File: src/rtl/serial_dma_pair_pkg.sv
// Shared types for the serial DMA channel pair.
// Assumes two channels only: index 0 receive, index 1 transmit.
package serial_dma_pair_pkg;

    // Which channel currently owns the shared memory port
    typedef enum logic [1:0] {
        OWN_NONE = 2'd0,
        OWN_RX   = 2'd1,
        OWN_TX   = 2'd2
    } dma_owner_e;

    localparam int CH_RX = 0;
    localparam int CH_TX = 1;

endpackage

File: src/rtl/serial_dma_pair_chan.sv
// One channel: memory pointer and unit counter.
// Loads from the register port are refused while the channel is locked
// (its access is granted or outstanding). Each completed access moves
// the pointer by the stride and lowers the count by one.
// Assumes done only arrives while the count is nonzero.
module serial_dma_pair_chan #(
    parameter int ADDR_W = 32,
    parameter int CNT_W  = 16,
    parameter int STEP_W = 2
) (
    input  logic              clk,
    input  logic              rst_n,
    input  logic              load_ptr,
    input  logic              load_cnt,
    input  logic [ADDR_W-1:0] load_val,
    input  logic              locked,
    input  logic              done,
    input  logic [STEP_W-1:0] stride,
    output logic [ADDR_W-1:0] ptr,
    output logic [CNT_W-1:0]  cnt,
    output logic              armed
);

    // Pointer: software load when free, else advance on completion
    always_ff @(posedge clk) begin
        if (!rst_n) begin
            ptr <= '0;
        end else if (load_ptr && !locked) begin
            ptr <= load_val;
        end else if (done) begin
            ptr <= ptr + ADDR_W'(stride);
        end
    end

    // Count: software load when free, else decrement on completion
    always_ff @(posedge clk) begin
        if (!rst_n) begin
            cnt <= '0;
        end else if (load_cnt && !locked) begin
            cnt <= CNT_W'(load_val);
        end else if (done) begin
            cnt <= cnt - CNT_W'(1);
        end
    end

    // Channel is armed while units remain
    always_comb armed = (cnt != '0);

    AST_CNT_STEP: assert property (@(posedge clk) disable iff (!rst_n)
        done |=> cnt == $past(cnt) - CNT_W'(1));
    AST_PTR_STEP: assert property (@(posedge clk) disable iff (!rst_n)
        done |=> ptr == $past(ptr) + ADDR_W'($past(stride)));
    AST_DONE_ARMED: assert property (@(posedge clk) disable iff (!rst_n)
        done |-> armed);
    AST_LOCK_HOLD: assert property (@(posedge clk) disable iff (!rst_n)
        locked && !done |=> $stable(cnt) && $stable(ptr));

endmodule

File: src/rtl/serial_dma_pair_arb.sv
// Fixed-priority owner of the shared memory port.
// Grants in an idle cycle only, receive before transmit, and keeps the
// owner until the memory acknowledge. Assumes want is already qualified
// by the channel's count and the peripheral's status.
module serial_dma_pair_arb
    import serial_dma_pair_pkg::*;
(
    input  logic       clk,
    input  logic       rst_n,
    input  logic [1:0] want,
    input  logic       ack,
    output dma_owner_e owner,
    output logic [1:0] grant
);

    // Grant decision: only from idle, receive has priority
    always_comb begin
        grant = 2'b00;
        if (owner == OWN_NONE) begin
            if (want[CH_RX])      grant = 2'b01;
            else if (want[CH_TX]) grant = 2'b10;
        end
    end

    // Ownership register: take on grant, release on acknowledge
    always_ff @(posedge clk) begin
        if (!rst_n) begin
            owner <= OWN_NONE;
        end else if (owner == OWN_NONE) begin
            if (grant[CH_RX])      owner <= OWN_RX;
            else if (grant[CH_TX]) owner <= OWN_TX;
        end else if (ack) begin
            owner <= OWN_NONE;
        end
    end

    AST_GRANT_ONEHOT: assert property (@(posedge clk) disable iff (!rst_n)
        $onehot0(grant));
    AST_OWNER_HOLD: assert property (@(posedge clk) disable iff (!rst_n)
        owner != OWN_NONE && !ack |=> owner == $past(owner));
    AST_RX_FIRST: assert property (@(posedge clk) disable iff (!rst_n)
        want[CH_RX] && owner == OWN_NONE |=> owner == OWN_RX);

endmodule

File: src/rtl/serial_dma_pair.sv
// Top: two DMA channels (receive, transmit) for one serial peripheral,
// sharing one request/acknowledge memory port.
// Assumes the peripheral drops rx_ready the cycle after rx_take and
// drops tx_empty the cycle after tx_load. Assumes mem_rdata is valid
// in the mem_ack cycle.
module serial_dma_pair
    import serial_dma_pair_pkg::*;
#(
    parameter int ADDR_W = 32,
    parameter int CNT_W  = 16,
    parameter int DATA_W = 16
) (
    input  logic              clk,
    input  logic              rst_n,
    input  logic              reg_wr,
    input  logic [1:0]        reg_addr,
    input  logic [ADDR_W-1:0] reg_wdata,
    output logic [ADDR_W-1:0] reg_rdata,
    input  logic              unit_half,
    input  logic              rx_ready,
    input  logic [DATA_W-1:0] rx_data,
    output logic              rx_take,
    output logic              rx_end,
    input  logic              tx_empty,
    output logic [DATA_W-1:0] tx_data,
    output logic              tx_load,
    output logic              tx_end,
    output logic              mem_req,
    output logic              mem_we,
    output logic              mem_size,
    output logic [ADDR_W-1:0] mem_addr,
    output logic [DATA_W-1:0] mem_wdata,
    input  logic              mem_ack,
    input  logic [DATA_W-1:0] mem_rdata
);

    localparam int WIDE_STEP = DATA_W / 8;
    localparam int STEP_W    = $clog2(WIDE_STEP + 1);
    localparam int NCH       = 2;

    dma_owner_e                     owner;
    logic [NCH-1:0]                 grant;
    logic [NCH-1:0]                 want;
    logic [NCH-1:0]                 armed;
    logic [NCH-1:0]                 done;
    logic [NCH-1:0]                 locked;
    logic [NCH-1:0]                 ld_ptr;
    logic [NCH-1:0]                 ld_cnt;
    logic [NCH-1:0][ADDR_W-1:0]     ch_ptr;
    logic [NCH-1:0][CNT_W-1:0]      ch_cnt;
    logic                           size_q;
    logic [DATA_W-1:0]              wdata_q;
    logic [STEP_W-1:0]              stride;

    // Eligibility: armed channel with its peripheral condition present
    always_comb begin
        want[CH_RX] = armed[CH_RX] && rx_ready;
        want[CH_TX] = armed[CH_TX] && tx_empty;
    end

    serial_dma_pair_arb u_arb (
        .clk   (clk),
        .rst_n (rst_n),
        .want  (want),
        .ack   (mem_ack),
        .owner (owner),
        .grant (grant)
    );

    // Stride follows the unit size held for the access in flight
    always_comb stride = size_q ? STEP_W'(WIDE_STEP) : STEP_W'(1);

    for (genvar c = 0; c < NCH; c++) begin : g_ch
        localparam dma_owner_e ME = (c == CH_RX) ? OWN_RX : OWN_TX;

        // Per-channel decode, lock and completion
        always_comb begin
            ld_ptr[c] = reg_wr && (reg_addr == {1'(c), 1'b0});
            ld_cnt[c] = reg_wr && (reg_addr == {1'(c), 1'b1});
            locked[c] = (owner == ME) || grant[c];
            done[c]   = mem_ack && (owner == ME);
        end

        serial_dma_pair_chan #(
            .ADDR_W (ADDR_W),
            .CNT_W  (CNT_W),
            .STEP_W (STEP_W)
        ) u_chan (
            .clk      (clk),
            .rst_n    (rst_n),
            .load_ptr (ld_ptr[c]),
            .load_cnt (ld_cnt[c]),
            .load_val (reg_wdata),
            .locked   (locked[c]),
            .done     (done[c]),
            .stride   (stride),
            .ptr      (ch_ptr[c]),
            .cnt      (ch_cnt[c]),
            .armed    (armed[c])
        );
    end

    // Access attributes captured at grant and held until acknowledge
    always_ff @(posedge clk) begin
        if (!rst_n) begin
            size_q  <= 1'b0;
            wdata_q <= '0;
        end else if (grant != '0) begin
            size_q <= unit_half;
            if (grant[CH_RX]) begin
                wdata_q <= unit_half ? rx_data
                                     : {{(DATA_W-8){1'b0}}, rx_data[7:0]};
            end
        end
    end

    // Memory port driven from the owner
    always_comb begin
        mem_req   = (owner != OWN_NONE);
        mem_we    = (owner == OWN_RX);
        mem_size  = size_q;
        mem_wdata = wdata_q;
        mem_addr  = (owner == OWN_TX) ? ch_ptr[CH_TX] : ch_ptr[CH_RX];
    end

    // Peripheral side strobes and completion flags
    always_comb begin
        rx_take = grant[CH_RX];
        tx_load = done[CH_TX];
        tx_data = size_q ? mem_rdata : {{(DATA_W-8){1'b0}}, mem_rdata[7:0]};
        rx_end  = !armed[CH_RX];
        tx_end  = !armed[CH_TX];
    end

    // Register read mux, count zero-extended
    always_comb begin
        if (reg_addr[0]) reg_rdata = {{(ADDR_W-CNT_W){1'b0}}, ch_cnt[reg_addr[1]]};
        else             reg_rdata = ch_ptr[reg_addr[1]];
    end

    AST_TAKE_READY: assert property (@(posedge clk) disable iff (!rst_n)
        rx_take |-> rx_ready && !rx_end);
    AST_LOAD_ACK: assert property (@(posedge clk) disable iff (!rst_n)
        tx_load |-> mem_req && !mem_we && mem_ack);
    AST_REQ_STABLE: assert property (@(posedge clk) disable iff (!rst_n)
        mem_req && !mem_ack |=> mem_req && $stable(mem_addr) && $stable(mem_we)
                                && $stable(mem_size) && $stable(mem_wdata));
    AST_END_QUIET: assert property (@(posedge clk) disable iff (!rst_n)
        rx_end && tx_end |-> !mem_req);
    AST_IDLE_ZERO: assert property (@(posedge clk) disable iff (!rst_n)
        mem_req && mem_we |-> !rx_end);

endmodule

File: config.mk
export PLATFORM = sky130hd
export DESIGN_NAME = serial_dma_pair
export DESIGN_NICKNAME = d
export VERILOG_FILES = /design/src/rtl/serial_dma_pair_pkg.sv /design/src/rtl/serial_dma_pair_chan.sv /design/src/rtl/serial_dma_pair_arb.sv /design/src/rtl/serial_dma_pair.sv
export SDC_FILE = /design/constraint.sdc
export NUM_CORES = 1
export LEC_CHECK = 0
export ABC_AREA = 1
export BUFFER_PORTS_ARGS = -buffer_cell sky130_fd_sc_hd__buf_2
export CAP_MARGIN = 20
export CORE_MARGIN = 3
export CORE_UTILIZATION = 55
export CTS_CLUSTER_DIAMETER = 200
export CTS_CLUSTER_SIZE = 14
export DETAILED_ROUTE_END_ITERATION = 8
export PLACE_DENSITY = 0.85
export SYNTH_ARGS = -nofsm -noshare
export SYNTH_HDL_FRONTEND = slang
export SYNTH_SLANG_ARGS = --single-unit
File: constraint.sdc
create_clock -name clk -period 2.65 [get_ports clk]
set_input_delay 0.53 -clock clk [delete_from_list [all_inputs] [get_ports clk]]
set_output_delay 0.53 -clock clk [all_outputs]
set_load 0.01 [all_outputs]
==> metrics <==
final setup violation count 0; Synth Register Bits 115; synthesized cell area about 8900 um^2; drt first pass iters 8; area grow syn2layout 17.9%; DIE WIDTH approximately 130 um; Remaining Overflow, GRT 0; setup TNS 0 ns; TritonCTS Buffers 17; Post-Route WL 33500 um; period utilization 0.949; switching share of power 0.457; Starting Density 0.573; Pleak around 5.0 nW; Clock Power Share 0.264; internal power 4.95 mW; core area around 15000 um^2; Distinct cells, synth 37; Worst Skew 0.00765 ns; # clock sinks 115; DIE HEIGHT roughly 130 um; post-layout util 0.675; initial drt markers 1365; IO Count 176; fmax 398 MHz; Avg WL per Cell about 18 um; top routing layer in use met4; Routed Antenna Nets 0; Post-synth EDFFs 0; Final GP Congestion between 1 and 1.5; crit-path max FO 15; status completed; Rows 45; WP data required ~2.1 ns; fillers 1446; DP Worst Slack 0.128 ns; sequential power share 0.260; placed instance area 9810 um^2; Min-Delay Endpoint mem_wdata[3]; Clock Tree Root clkbuf_16; number of diodes 0; GR Util All Layers 0.365; PortBufs between 150 and 200; Hold Startpoint rx_data[3]; CTS max path bufs 2; asr flop ratio synth 0; vias in the first global route 9735; pin count of the biggest net entering global routing 53; fin cells 1910; die area 17700 um^2; layout net count 1769; RSZ-0062 raised after global routing no; final number of hold-violating endpoints 0; register area 2300 um^2; Reg2Reg Depth 15; Met1 Routed Length 13000 um; initial antenna violation count 0; P_sw 4.17 mW; Peak VDD IR 0.672 mV; Worst-path clk slew 0.06 ns; Post-DP HPWL 24900 um; min-delay worst type in -> reg; min Tclk post-route 2.51 ns; max-capacitance violation count 0; via count 11.0k; first-pass GRT wire length 51400 um; Setup crit start kind flip-flop; Setup crit end kind output pin; Worst EP arrival 1.98 ns; YS warnings 0; setup ws final roughly 0.14 ns; DRC 0; flop-to-flop setup slack 0.21 ns; total power between 9 and 10 mW; Synth Net Count 1633; worst slew pin tran 0.530 ns; area of the multi-input gates 5490 um^2; placed cells 1877; Hold Path Depth 3; CTS tree yes; worst setup path category reg -> out; Pins Over Slew Limit 0; Logic pwr share 0.476; Design Area, Final around 10000 um^2; Hold Slack about 0.35 ns; Seq/Total Area, Yosys 0.259; met3 wire len about 3500 um; Syn Area/Cell 5.72 um^2; worst-skew pair later-pin latency 0.42 ns; routed vias/inst just under 6; layout cells sized above 1 0.155; # H-tree levels 4; R2R Path End g_ch[0].u_chan.ptr[12]; Main synth FF type dfxtp_1; PwrDens 873 nW/um^2; cell count after synthesis 1551; Reg-to-Reg Start mem_size; met2 wire len 14900 um; Slew HR 0.646
kinds of logic after synthesis:
logic type / synth area share
and+or+nand+nor: 0.469
buffers and inverters: 0.125
xor gates and xnor gates: 0.0247
adders and majority gates: 0.0144
DFF: 0.259
AOI/OAI and AO/OA: 0.107
cell type report:
type / count / area share
repair buffers: 190 / 0.101
well taps: 211 / 0.0252
flip-flops and latches: 115 / 0.220
clock inverters: 12 / 0.0151
inverters: 197 / 0.0708
multi-input cells: 1166 / 0.525
clock buffers: 19 / 0.0433
layout by cell type (no fill, tap or decap), types with 12 or more instances in the layout:
| cell type | n |
|---|---|
| buf_4 | 29 |
| nand4_1 | 73 |
| o211ai_1 | 12 |
| xor2_1 | 23 |
| o22ai_1 | 20 |
| nand2_1 | 437 |
| o21ai_0 | 52 |
| clkbuf_16 | 17 |
| o221ai_1 | 14 |
| nor3_1 | 20 |
| inv_1 | 185 |
| buf_2 | 159 |
| nand3_1 | 101 |
| dfxtp_1 | 115 |
| nor2_1 | 303 |
| a21oi_1 | 36 |
| a22oi_1 | 15 |
synth_stat cells (2+ instances only):
cell type,number,share of area
nand2_1,437,0.18
nor2_1,305,0.13
inv_1,185,0.078
dfxtp_1,115,0.26
nand3_1,101,0.057
nand4_1,73,0.051
o21ai_0,52,0.029
a21oi_1,36,0.020
clkbuf_1,27,0.011
xor2_1,23,0.023
buf_2,20,0.011
nor3_1,20,0.011
o22ai_1,20,0.014
a22oi_1,15,0.013
buf_4,14,0.012
o221ai_1,14,0.014
o211ai_1,12,0.010
buf_1,10,0.0042
nor2_2,10,0.0071
o21ai_1,10,0.0056
inv_2,9,0.0038
ha_1,7,0.0099
nor2_4,7,0.0089
nand2_2,5,0.0035
nand3_2,3,0.0034
nand3_4,3,0.0059
a31oi_1,2,0.0014
buf_6,2,0.0025
clkinv_1,2,0.00085
fa_1,2,0.0045
nand3b_1,2,0.0017
or2_2,2,0.0014
xnor2_1,2,0.0020
layer usage:
layer / GRT usage / vias to the layer above
li1: - / 5230
met1: 0.471 / 4920
met4: 0.190 / 0
met2: 0.580 / 706
met5: 0 / -
met3: 0.0703 / 151
critical path: stages (launching register included):
cell	delay (ns)
dfxtp_1	0.36
inv_2	0.07
nor2_4	0.28
nand2_2	0.37
clkinv_1	0.29
buf_2	0.17
state kept, by name (all words and copies together), names as in the netlist:
signal / count
g_ch.u_chan.cnt: 32
mem_wdata: 16
mem_size: 1
g_ch.u_chan.ptr: 64
u_arb.owner: 2
power by group through the flow:
stage / registers [mW] / clock network [mW] / logic [mW]
final: 2.37 / 2.40 / 4.35
after global routing: 2.40 / 2.49 / 4.80
after CTS: 2.36 / 2.41 / 4.25
after detailed placement: 2.39 / 0 / 4.18
after global placement: 2.38 / 0 / 4.12
after floorplan: 2.35 / 0 / 2.96
worst max-delay path by stage:
stage                         from                     end  slack, ns  cells past startpoint
floorplan                 mem_size  g_ch[0].u_chan.ptr[12]       0.20                     16
global placement          mem_size  g_ch[1].u_chan.ptr[24]       0.20                     13
detailed placement        mem_size  g_ch[1].u_chan.ptr[24]       0.13                     13
CTS                       mem_size  g_ch[1].u_chan.ptr[24]       0.12                     13
global route              mem_size  g_ch[0].u_chan.ptr[18]       0.04                     14
finish              u_arb.owner[1]                 tx_load       0.14                      5
timing repair:
action | in CTS | in global routing
gates resized for setup | 0 | 4
endpoints found under the setup margin | 0 | 7
hold buffers | 0 | 0
buffers inserted | 0 | 2
Note: power is estimated with default switching activity, not from simulation.
